File: config.mk
export PLATFORM = sky130hd
export DESIGN_NAME = ipi_mailbox_unit
export DESIGN_NICKNAME = d
export VERILOG_FILES = /design/src/rtl/ipi_pkg.sv /design/src/rtl/ipi_addr_decode.sv /design/src/rtl/ipi_core_slot.sv /design/src/rtl/ipi_read_mux.sv /design/src/rtl/ipi_mailbox_unit.sv
export SDC_FILE = /design/constraint.sdc
export NUM_CORES = 2
export LEC_CHECK = 0
export BUFFER_PORTS_ARGS = -buffer_cell sky130_fd_sc_hd__buf_2
export CAP_MARGIN = 10
export CORE_ASPECT_RATIO = 2
export CORE_MARGIN = 10
export CORE_UTILIZATION = 55
export CTS_CLUSTER_DIAMETER = 120
export DETAILED_ROUTE_END_ITERATION = 12
export PLACE_DENSITY_LB_ADDON = 0.3
export SLEW_MARGIN = 10
export SYNTH_ARGS = -nofsm -noshare
export SYNTH_HDL_FRONTEND = slang
export SYNTH_HIERARCHICAL = 1
export SYNTH_SLANG_ARGS = --single-unit
File: constraint.sdc
create_clock -name clk -period 6.6 [get_ports clk]
set_clock_uncertainty 0.05 [all_clocks]
set_input_delay 0.33 -clock clk [delete_from_list [all_inputs] [get_ports clk]]
set_output_delay 0.33 -clock clk [all_outputs]
set_load 0.01 [all_outputs]
File: src/rtl/ipi_pkg.sv
package ipi_pkg;
   typedef enum logic [2:0] {
      RK_NONE,
      RK_PEND,
      RK_MASK,
      RK_RAISE,
      RK_DROP,
      RK_MSG
   } reg_kind_e;

   localparam int OFF_PEND  = 'h00;
   localparam int OFF_MASK  = 'h04;
   localparam int OFF_RAISE = 'h08;
   localparam int OFF_DROP  = 'h0C;
   localparam int MSG_BASE  = 'h20;
   localparam int MSG_STEP  = 8;
endpackage

File: src/rtl/ipi_addr_decode.sv
module ipi_addr_decode
   import ipi_pkg::*;
#(
   parameter int CORES_PER_NODE = 4,
   parameter int NUM_NODES      = 2,
   parameter int WIN_AW         = 12,
   parameter int PAGE_SHIFT     = 8,
   parameter int MSG_WORDS      = 4,
   localparam int NODE_W = $clog2(NUM_NODES),
   localparam int CB     = $clog2(CORES_PER_NODE),
   localparam int CW     = NODE_W + CB,
   localparam int MW     = $clog2(MSG_WORDS)
) (
   input  logic [NODE_W-1:0] node_i,
   input  logic [WIN_AW-1:0] addr_i,
   output reg_kind_e         kind_o,
   output logic [CW-1:0]     core_o,
   output logic [MW-1:0]     msg_o
);
   localparam logic [PAGE_SHIFT-1:0] O_PEND  = PAGE_SHIFT'(OFF_PEND);
   localparam logic [PAGE_SHIFT-1:0] O_MASK  = PAGE_SHIFT'(OFF_MASK);
   localparam logic [PAGE_SHIFT-1:0] O_RAISE = PAGE_SHIFT'(OFF_RAISE);
   localparam logic [PAGE_SHIFT-1:0] O_DROP  = PAGE_SHIFT'(OFF_DROP);
   localparam logic [PAGE_SHIFT-1:0] O_MSG   = PAGE_SHIFT'(MSG_BASE);
   localparam logic [PAGE_SHIFT-1:0] MSG_SPAN = PAGE_SHIFT'(MSG_STEP * MSG_WORDS);

   logic [PAGE_SHIFT-1:0] off;
   logic [PAGE_SHIFT-1:0] rel;
   logic                  page_ok;

   assign off     = addr_i[PAGE_SHIFT-1:0];
   assign rel     = off - O_MSG;
   assign page_ok = (addr_i[WIN_AW-1:PAGE_SHIFT+CB] == '0);
   assign core_o  = {node_i, addr_i[PAGE_SHIFT +: CB]};
   assign msg_o   = rel[3 +: MW];

   always_comb begin
      kind_o = RK_NONE;
      if (page_ok) begin
         if (off == O_PEND)       kind_o = RK_PEND;
         else if (off == O_MASK)  kind_o = RK_MASK;
         else if (off == O_RAISE) kind_o = RK_RAISE;
         else if (off == O_DROP)  kind_o = RK_DROP;
         else if (off >= O_MSG && rel < MSG_SPAN && rel[2:0] == 3'd0)
            kind_o = RK_MSG;
      end
   end
endmodule

File: src/rtl/ipi_core_slot.sv
module ipi_core_slot
   import ipi_pkg::*;
#(
   parameter int DATA_W    = 32,
   parameter int MSG_WORDS = 4,
   localparam int MW = $clog2(MSG_WORDS)
) (
   input  logic                               clk,
   input  logic                               rst,
   input  logic                               wr_i,
   input  reg_kind_e                          kind_i,
   input  logic [MW-1:0]                      msg_i,
   input  logic [DATA_W-1:0]                  wdata_i,
   output logic [DATA_W-1:0]                  pend_o,
   output logic [DATA_W-1:0]                  mask_o,
   output logic [MSG_WORDS-1:0][DATA_W-1:0]   msg_o,
   output logic                               irq_o
);
   always_ff @(posedge clk) begin
      if (rst) begin
         pend_o <= '0;
         mask_o <= '0;
         msg_o  <= '0;
      end else if (wr_i) begin
         case (kind_i)
            RK_MASK:  mask_o <= wdata_i;
            RK_RAISE: pend_o <= pend_o | wdata_i;
            RK_DROP:  pend_o <= pend_o & ~wdata_i;
            RK_MSG:   msg_o[msg_i] <= wdata_i;
            default:  ;
         endcase
      end
   end

   always_ff @(posedge clk) begin
      if (rst) irq_o <= 1'b0;
      else     irq_o <= |(pend_o & mask_o);
   end

   AST_PEND_WRITE_BLOCKED: assert property (@(posedge clk) disable iff (rst)
      (wr_i && kind_i == RK_PEND) |=> $stable(pend_o));
   AST_RAISE_BITS_LAND: assert property (@(posedge clk) disable iff (rst)
      (wr_i && kind_i == RK_RAISE) |=> ((pend_o & $past(wdata_i)) == $past(wdata_i)));
   AST_DROP_BITS_GONE: assert property (@(posedge clk) disable iff (rst)
      (wr_i && kind_i == RK_DROP) |=> ((pend_o & $past(wdata_i)) == '0));
   AST_IRQ_MASKED: assert property (@(posedge clk) disable iff (rst)
      ((pend_o & mask_o) == '0) |=> !irq_o);
   AST_IRQ_FOLLOWS: assert property (@(posedge clk) disable iff (rst)
      (|(pend_o & mask_o)) |=> irq_o);
endmodule

File: src/rtl/ipi_read_mux.sv
module ipi_read_mux
   import ipi_pkg::*;
#(
   parameter int NUM_CORES = 8,
   parameter int DATA_W    = 32,
   parameter int MSG_WORDS = 4,
   localparam int CW = $clog2(NUM_CORES),
   localparam int MW = $clog2(MSG_WORDS)
) (
   input  reg_kind_e                                         kind_i,
   input  logic [CW-1:0]                                     core_i,
   input  logic [MW-1:0]                                     msg_i,
   input  logic [NUM_CORES-1:0][DATA_W-1:0]                  pend_i,
   input  logic [NUM_CORES-1:0][DATA_W-1:0]                  mask_i,
   input  logic [NUM_CORES-1:0][MSG_WORDS-1:0][DATA_W-1:0]   msg_all_i,
   output logic [DATA_W-1:0]                                 rdata_o,
   output logic                                              rd_illegal_o
);
   always_comb begin
      rdata_o = '1;
      case (kind_i)
         RK_PEND: rdata_o = pend_i[core_i];
         RK_MASK: rdata_o = mask_i[core_i];
         RK_MSG:  rdata_o = msg_all_i[core_i][msg_i];
         default: rdata_o = '1;
      endcase
   end

   assign rd_illegal_o = (kind_i == RK_RAISE) || (kind_i == RK_DROP);
endmodule

File: src/rtl/ipi_mailbox_unit.sv
module ipi_mailbox_unit
   import ipi_pkg::*;
#(
   parameter int CORES_PER_NODE = 4,
   parameter int NUM_NODES      = 2,
   parameter int DATA_W         = 32,
   parameter int MSG_WORDS      = 4,
   parameter int WIN_AW         = 12,
   parameter int PAGE_SHIFT     = 8,
   localparam int NUM_CORES = CORES_PER_NODE * NUM_NODES,
   localparam int NODE_W    = $clog2(NUM_NODES),
   localparam int CW        = $clog2(NUM_CORES),
   localparam int MW        = $clog2(MSG_WORDS)
) (
   input  logic                  clk,
   input  logic                  rst,
   input  logic                  req_valid,
   input  logic                  req_we,
   input  logic [NODE_W-1:0]     req_node,
   input  logic [WIN_AW-1:0]     req_addr,
   input  logic [DATA_W-1:0]     req_wdata,
   output logic [DATA_W-1:0]     rd_data,
   output logic                  acc_err,
   output logic [NUM_CORES-1:0]  irq
);
   initial begin
      assert (NUM_NODES >= 2 && (NUM_NODES & (NUM_NODES - 1)) == 0)
         else $error("NUM_NODES must be a power of two, at least 2");
      assert (CORES_PER_NODE >= 2 && (CORES_PER_NODE & (CORES_PER_NODE - 1)) == 0)
         else $error("CORES_PER_NODE must be a power of two, at least 2");
      assert (MSG_WORDS >= 2 && (MSG_WORDS & (MSG_WORDS - 1)) == 0)
         else $error("MSG_WORDS must be a power of two, at least 2");
      assert (MSG_BASE + MSG_STEP * MSG_WORDS <= (1 << PAGE_SHIFT))
         else $error("message words overflow the core page");
      assert (PAGE_SHIFT + $clog2(CORES_PER_NODE) < WIN_AW)
         else $error("core pages overflow the node window");
   end

   reg_kind_e       kind;
   logic [CW-1:0]   core;
   logic [MW-1:0]   msg_idx;
   logic [DATA_W-1:0] mux_data;
   logic            rd_illegal;

   logic [NUM_CORES-1:0][DATA_W-1:0]                pend_all;
   logic [NUM_CORES-1:0][DATA_W-1:0]                mask_all;
   logic [NUM_CORES-1:0][MSG_WORDS-1:0][DATA_W-1:0] msg_all;

   ipi_addr_decode #(
      .CORES_PER_NODE(CORES_PER_NODE), .NUM_NODES(NUM_NODES),
      .WIN_AW(WIN_AW), .PAGE_SHIFT(PAGE_SHIFT), .MSG_WORDS(MSG_WORDS)
   ) u_dec (
      .node_i(req_node), .addr_i(req_addr),
      .kind_o(kind), .core_o(core), .msg_o(msg_idx)
   );

   for (genvar c = 0; c < NUM_CORES; c++) begin : g_core
      logic wr_here;
      assign wr_here = req_valid && req_we && (core == CW'(c)) && (kind != RK_NONE);
      ipi_core_slot #(.DATA_W(DATA_W), .MSG_WORDS(MSG_WORDS)) u_slot (
         .clk(clk), .rst(rst), .wr_i(wr_here), .kind_i(kind),
         .msg_i(msg_idx), .wdata_i(req_wdata),
         .pend_o(pend_all[c]), .mask_o(mask_all[c]),
         .msg_o(msg_all[c]), .irq_o(irq[c])
      );
   end

   ipi_read_mux #(
      .NUM_CORES(NUM_CORES), .DATA_W(DATA_W), .MSG_WORDS(MSG_WORDS)
   ) u_rmux (
      .kind_i(kind), .core_i(core), .msg_i(msg_idx),
      .pend_i(pend_all), .mask_i(mask_all), .msg_all_i(msg_all),
      .rdata_o(mux_data), .rd_illegal_o(rd_illegal)
   );

   always_ff @(posedge clk) begin
      if (rst) begin
         rd_data <= '0;
         acc_err <= 1'b0;
      end else begin
         acc_err <= req_valid && (req_we ? (kind == RK_PEND) : rd_illegal);
         if (req_valid && !req_we) rd_data <= mux_data;
      end
   end

   AST_ERR_IDLE_LOW: assert property (@(posedge clk) disable iff (rst)
      !req_valid |=> !acc_err);
   AST_ERR_PEND_WRITE: assert property (@(posedge clk) disable iff (rst)
      (req_valid && req_we && kind == RK_PEND) |=> acc_err);
   AST_ERR_WO_READ: assert property (@(posedge clk) disable iff (rst)
      (req_valid && !req_we && (kind == RK_RAISE || kind == RK_DROP)) |=> (acc_err && rd_data == '1));
   AST_UNDECODED_READ: assert property (@(posedge clk) disable iff (rst)
      (req_valid && !req_we && kind == RK_NONE) |=> (!acc_err && rd_data == '1));
endmodule

# Word-level counts from Yosys, hierarchy flattened
# Index checks and enable logic that the tools add are counted.
word_totals:
  word_cells: 200
  ff_bits: 1577
  input_bits: 49
  output_inout_bits: 41
classes:
  reduce_logical: 62
  eq_ne: 15
  bitwise_logic: 25
  mux: 34
  n_lt_le_gt_ge: 5
  addsub: 1
ops:
  columns: ["operator", "count"]
  rows:
  - ["bitwise mux 128 bit", 8]
  - ["bitwise AND 32 bit", 16]
  - ["one-hot mux 32 bit (2 select lines)", 8]
  - ["binary-select mux 128 bit (select 3 bit)", 1]
  - ["OR 32 bit", 8]
  - ["OR reduction 32 bit", 8]
  - ["binary-select mux 32 bit (select 3 bit)", 2]
  - ["two-way mux 128 bit", 1]
  - ["two-way mux 32 bit", 4]
  - ["one-hot mux 32 bit (3 select lines)", 1]
  - ["binary-select mux 32 bit (select 2 bit)", 1]
  - ["demux 32 bit (select 2 bit)", 1]
  - ["AND reduction 2 bit", 24]
  - ["NOT 32 bit", 1]
  - ["logical AND 1 bit", 22]
  - ["== test 3 bit (second input constant)", 6]
  - ["two-way mux 3 bit", 6]
  - ["== test 8 x 4 -> 1 bit (second input constant)", 2]
  - ["== test 3 x 2 -> 1 bit (second input constant)", 4]
  - ["== test 8 x 3 -> 1 bit (second input constant)", 1]
  - [">= comparator 8 x 6 -> 1 bit (second input constant)", 1]
  - ["zero test 8 bit", 1]
  - ["less-than comparator 8 x 6 -> 1 bit (second input constant)", 1]
  - ["subtractor 8 x 6 -> 8 bit (second input constant)", 1]
  - ["11 further kinds", 13]

# Logic depth before layout (Yosys ltp)
depth:
  depth_word: 14
  depth_mapped: 14
  depth_no_buf: 12

# Hierarchy
# The synthesis kept the hierarchy.
by_module_without_submodules:
  columns: ["mod", "instances", "cells_per_inst", "area_each_um2"]
  rows:
  - ["ipi_core_slot", 8, 767, 7387.1]
  - ["ipi_read_mux", 1, 1146, 12826.1]
  - ["ipi_mailbox_unit", 1, 161, 1276.2]
  - ["ipi_addr_decode", 1, 19, 138.9]

# Worst setup path before layout
# Ideal clock, no wire load.
synth_timing:
  path_type: "input -> register"
  start: "in req_addr[1]"
  end: "reg g_core[0].u_slot/msg_o[10] (netlist bit)"
  setup_time_ns: 0.072
  arrival_ns: 5.833
  path_stages: 11
  path_slack_ns: 0.645
  required_ns: 6.478
  cell_sequence: "or4_1 -> a211oi_1 -> nor3_1 -> or2_2 -> nor4_1 -> buf_4 -> and4b_4 -> nor3b_2 -> buf_4 -> buf_8 -> mux2i_1"
synth_between:
  elab_chain_len: 13
synth_lines:
  columns: ["item", "line", "rtl"]
  rows:
  - ["start, declared", "ipi_mailbox_unit.sv:20", "input logic [WIN_AW-1:0] req_addr,"]
  - ["subtractor 8 x 6 -> 8 bit", "ipi_addr_decode.sv:32", "assign rel = off - O_MSG;"]
  - ["less-than comparator 8 x 6 -> 1 bit", "ipi_addr_decode.sv:44", "else if (off >= O_MSG && rel < MSG_SPAN && rel[2:0] == 3'd0)"]
  - ["logical AND 1 bit (2 in a row)", "ipi_addr_decode.sv:44", null]
  - ["two-way mux 3 bit", "ipi_addr_decode.sv:44", null]
  - ["two-way mux 3 bit", "ipi_addr_decode.sv:43", "else if (off == O_DROP) kind_o = RK_DROP;"]
  - ["two-way mux 3 bit", "ipi_addr_decode.sv:42", "else if (off == O_RAISE) kind_o = RK_RAISE;"]
  - ["two-way mux 3 bit", "ipi_addr_decode.sv:41", "else if (off == O_MASK) kind_o = RK_MASK;"]
  - ["two-way mux 3 bit *", "ipi_addr_decode.sv:40", "if (off == O_PEND) kind_o = RK_PEND;"]
  - ["two-way mux 3 bit *", "ipi_addr_decode.sv:39", "if (page_ok) begin"]
  - ["named net kind[0]", "ipi_mailbox_unit.sv:39", "reg_kind_e kind;"]
  - ["nonzero test 3 bit *", "ipi_mailbox_unit.sv:59", "assign wr_here = req_valid && req_we && (core == CW'(c)) && (kind != RK_NONE);"]
  - ["logical AND 1 bit *", "ipi_mailbox_unit.sv:59", null]
  - ["named net g_core[0].wr_here", "ipi_mailbox_unit.sv:58", "logic wr_here;"]
  - ["AND reduction 2 bit (no line) *", null, null]
  - ["end signal, assigned by index", "ipi_core_slot.sv:29", "RK_MSG: msg_o[msg_i] <= wdata_i;"]
  - ["end, declared", "ipi_core_slot.sv:16", "output logic [MSG_WORDS-1:0][DATA_W-1:0] msg_o,"]
# Mark *: on every way through the listed nets, which the timed path passes. The rest lies on a longest branch.
# A chain may end at the register's enable or synchronous reset.

# Final worst setup path
layout_timing:
  start: "in req_addr[1]"
  end: "reg rd_data[7]"
layout_between:
  elab_chain_len: 12
layout_lines:
  columns: ["item", "line", "rtl"]
  rows:
  - ["subtractor 8 x 6 -> 8 bit", "ipi_addr_decode.sv:32", null]
  - ["less-than comparator 8 x 6 -> 1 bit", "ipi_addr_decode.sv:44", null]
  - ["logical AND 1 bit (2 in a row)", "ipi_addr_decode.sv:44", null]
  - ["two-way mux 3 bit", "ipi_addr_decode.sv:44", null]
  - ["two-way mux 3 bit", "ipi_addr_decode.sv:43", null]
  - ["two-way mux 3 bit", "ipi_addr_decode.sv:42", null]
  - ["two-way mux 3 bit", "ipi_addr_decode.sv:41", null]
  - ["two-way mux 3 bit *", "ipi_addr_decode.sv:40", null]
  - ["two-way mux 3 bit *", "ipi_addr_decode.sv:39", null]
  - ["named net kind[0]", "ipi_mailbox_unit.sv:39", null]
  - ["== test 3 bit, or another cell as far along", "ipi_read_mux.sv:21", "case (kind_i)"]
  - ["one-hot mux 32 bit (3 select lines) *", "ipi_read_mux.sv:21", null]
  - ["named net mux_data[7]", "ipi_mailbox_unit.sv:42", "logic [DATA_W-1:0] mux_data;"]
  - ["end signal, assigned", "ipi_mailbox_unit.sv:82", "if (req_valid && !req_we) rd_data <= mux_data;"]
  - ["end, declared", "ipi_mailbox_unit.sv:22", "output logic [DATA_W-1:0] rd_data,"]
# Mark *: on every way through the listed nets, which the timed path passes. The rest lies on a longest branch. The select of a mux whose other input is x is not followed.

==> impl_metrics.tcl <==
set metrics [dict create \
    status "finished clean" \
    vias_per_cell 6.731 \
    yosysWarnings 6 \
    synthXorXnorAreaFrac 0.0002389 \
    synth-simple-area-share 0.1151 \
    max_slew_margin 0.05437 \
    post-cts-setup-buffers 0 \
    gp_congestion 0.9296 \
    ys_async_sr_fraction 0 \
    clk_pin_slew_worst_paths_ps 70 \
    cts_max_level 4 \
    clock_path_buffers 3 \
    finalNonFillerCells 8974 \
    clock_latency_ps 780 \
    grt_pass1_vias 60860 \
    coreArea_um2 132700 \
    fmax_mhz 203.7 \
    cp.required_ps 7240 \
    rr_endpoint "rd_data[7]" \
    hold_path_startpoint "req_wdata[28]" \
    nets 7201 \
    end_kind "flop" \
    synth_seq_cells 1577 \
    cts_inserted_buffers 134 \
    area_delta_synth_final_pct 7.217 \
    die_h_um 536.4 \
    gr-total-overflow 0 \
    drt_iter0_drc 6067 \
    die_area_um2 149200 \
    syn_nets 7512 \
    antenna_found_initial 12 \
    setup_violations 0 \
    worstMarginPinSlew_ps 1418 \
    cap_viol_max_count 0 \
    synthFlopType "dfxtp_1" \
    crit_type "in -> reg" \
    leakagePower_nw 31.36 \
    nFillCells 11080 \
    initial_core_util 0.5528 \
    num_rows 189 \
    synth_area_per_cell_um2 9.828 \
    hold_path_class "in -> reg" \
    slew_viol_final 0 \
    min_to "g_core[1].u_slot/mask_o[28]" \
    wl_mm 263.5 \
    dpl.hpwl_mm 165.9 \
    cts.sinks 1577 \
    final_cell_area_um2 78630 \
    place_area_um2 73990 \
    drt_pass1_iterations 6 \
    irDropWorstVdd_mv 0.2871 \
    powerDensity_nw_per_um2 243.1 \
    synth_mux_area_frac 0.2739 \
    ys_seq_area_frac 0.4305 \
    die_w_um 278.2 \
    dp_worst_setup_slack_ps 1401 \
    ant_nets 0 \
    post-route-drc-count 0 \
    rsz0062_at_grt "false" \
    port_buffers 89 \
    ios 90 \
    synth_top_family_by_area "multiplexers" \
    synth_compound_area_frac 0.1168 \
    dpl.cell_count 8731 \
    grt_start_max_net_pins 235 \
    most-common-layout-cells "nand2_1, dfxtp_1, mux2i_1, a21oi_1, a221oi_1" \
    holdWs_ps 61.35 \
    cts_resized 0 \
    netlist_area_um2 73340 \
    ys_types 54 \
    grt_use_total 0.3410 \
    fin_crit_sh 0.7437 \
    min_path_cells 3 \
    layout.cells.most_common "nand2_1" \
    worstRegToRegCells 7 \
    arrival_ps 5550 \
    fin_ws_ps 1692 \
    synth-edff-count 0 \
    syn_inst 7462 \
    cp-start-kind "primary input" \
    synth_fa_ha_area_frac 0.0001706 \
    detail_route.wl_per_cell_um 29.36 \
    vias 60410 \
    drive_above_1_share 0.1315 \
    reg2reg_slack_ps 3810 \
    root_buffer "clkbuf_16" \
    finalHoldViolCount 0 \
    fin_setup_tns_ps 0 \
    fin_crit_ps 4908 \
    grt_pass1_wl_mm 386.9 \
    crit_fanout 53 \
    cts_tree "built" \
]
final cells by class:
cell class | instances | area [µm²] | area share
multi-input combinational | 4958 | 37610 | 0.4783
clock inverter | 50 | 720.7 | 0.009166
timing repair buffer | 214 | 1648 | 0.02096
sequential | 1577 | 31570 | 0.4015
antenna | 6 | 15.01 | 0.0001909
inverter | 266 | 1039 | 0.01321
tap | 1719 | 2151 | 0.02735
clock buffer | 184 | 3876 | 0.04930
power by group:
group	switching, W	internal [W]	leakage (nW)
clock	0.00376	0.00476	2.26
combinational	0.000816	0.000233	16.4
sequential	0.0000256	0.00952	12.7
kinds of logic after synthesis:
kind of cell / Yosys count
compound gates: 1218
xor+xnor: 2
fa+ha+maj: 1
buf+inv: 927
flops: 1577
mux: 1664
simple gates: 2073
layer usage:
layer | vias to the layer above | track usage | part of all wire | wire (µm)
met5 | - | 0 | 0.00020 | 53
met4 | 6 | 0.2991 | 0.10 | 27130
met3 | 1254 | 0.05874 | 0.078 | 20590
met2 | 3493 | 0.5877 | 0.48 | 127500
met1 | 29650 | 0.3564 | 0.33 | 88150
li1 | 26000 | - | - | -
timing repair:
item / CTS / global route
endpoints found under the setup margin: 0 / 0
endpoints found under the hold margin: 3 / 0
hold buffers: 3 / 0
metrics by stage:
step | total power (W) | utilization
2_1_floorplan | 0.01034 | -
3_3_place_gp | 0.01077 | 0.5576
3_5_place_dp | 0.01077 | 0.5577
4_1_cts | 0.01910 | 0.5926
5_1_grt | 0.01950 | 0.5926
6_report | 0.01912 | 0.5927
synth_stat cells, types with 2 or more instances:
master | count | share of area
a21oi_1 | 340 | 0.023
a21oi_2 | 3 | 0.00036
a221oi_1 | 309 | 0.037
a22oi_1 | 128 | 0.013
a311oi_1 | 11 | 0.0013
and3b_1 | 8 | 0.00096
and4b_4 | 8 | 0.0015
buf_1 | 6 | 0.00031
buf_2 | 202 | 0.014
buf_4 | 38 | 0.0039
buf_6 | 65 | 0.010
buf_8 | 24 | 0.0049
clkbuf_1 | 317 | 0.016
clkbuf_2 | 8 | 0.00055
dfxtp_1 | 1577 | 0.43
inv_1 | 258 | 0.013
inv_2 | 8 | 0.00041
mux2_2 | 181 | 0.028
mux2i_1 | 1227 | 0.17
mux4_2 | 256 | 0.079
nand2_1 | 1881 | 0.096
nand2b_1 | 5 | 0.00043
nand3_1 | 2 | 0.00014
nand3_2 | 8 | 0.0011
nand3b_1 | 16 | 0.0016
nand4_1 | 33 | 0.0028
nand4b_1 | 2 | 0.00024
nand4bb_1 | 8 | 0.0012
nor2_1 | 50 | 0.0026
nor2b_1 | 5 | 0.00043
nor3_1 | 12 | 0.00082
nor3b_2 | 16 | 0.0027
nor4_1 | 2 | 0.00017
nor4bb_1 | 8 | 0.0011
o211ai_1 | 256 | 0.026
o21ai_1 | 32 | 0.0022
o221ai_1 | 32 | 0.0038
o22ai_1 | 96 | 0.0082
o41a_1 | 8 | 0.0012
xnor2_1 | 2 | 0.00024
critical path: stages:
cell and delay [ps]:
buf_2 90, or4_1 660, a211oi_4 320, buf_4 710, nor2b_1 420, nand2b_2 760
o22ai_1 1390, nor2_1 370, o21ai_1 200, nand2_1 80, a21oi_1 150
worst max path at each step:
stage               slack, ps                          to         from
floorplan                 640  g_core[0].u_slot/msg_o[10]  req_addr[1]
global placement         1400                 rd_data[26]  req_addr[1]
detailed placement       1400                 rd_data[26]  req_addr[1]
CTS                      2190                 rd_data[26]  req_addr[1]
global route             1740                  rd_data[7]  req_addr[5]
finish                   1690                  rd_data[7]  req_addr[1]
No activity file was read; power rests on OpenSTA's default activity.
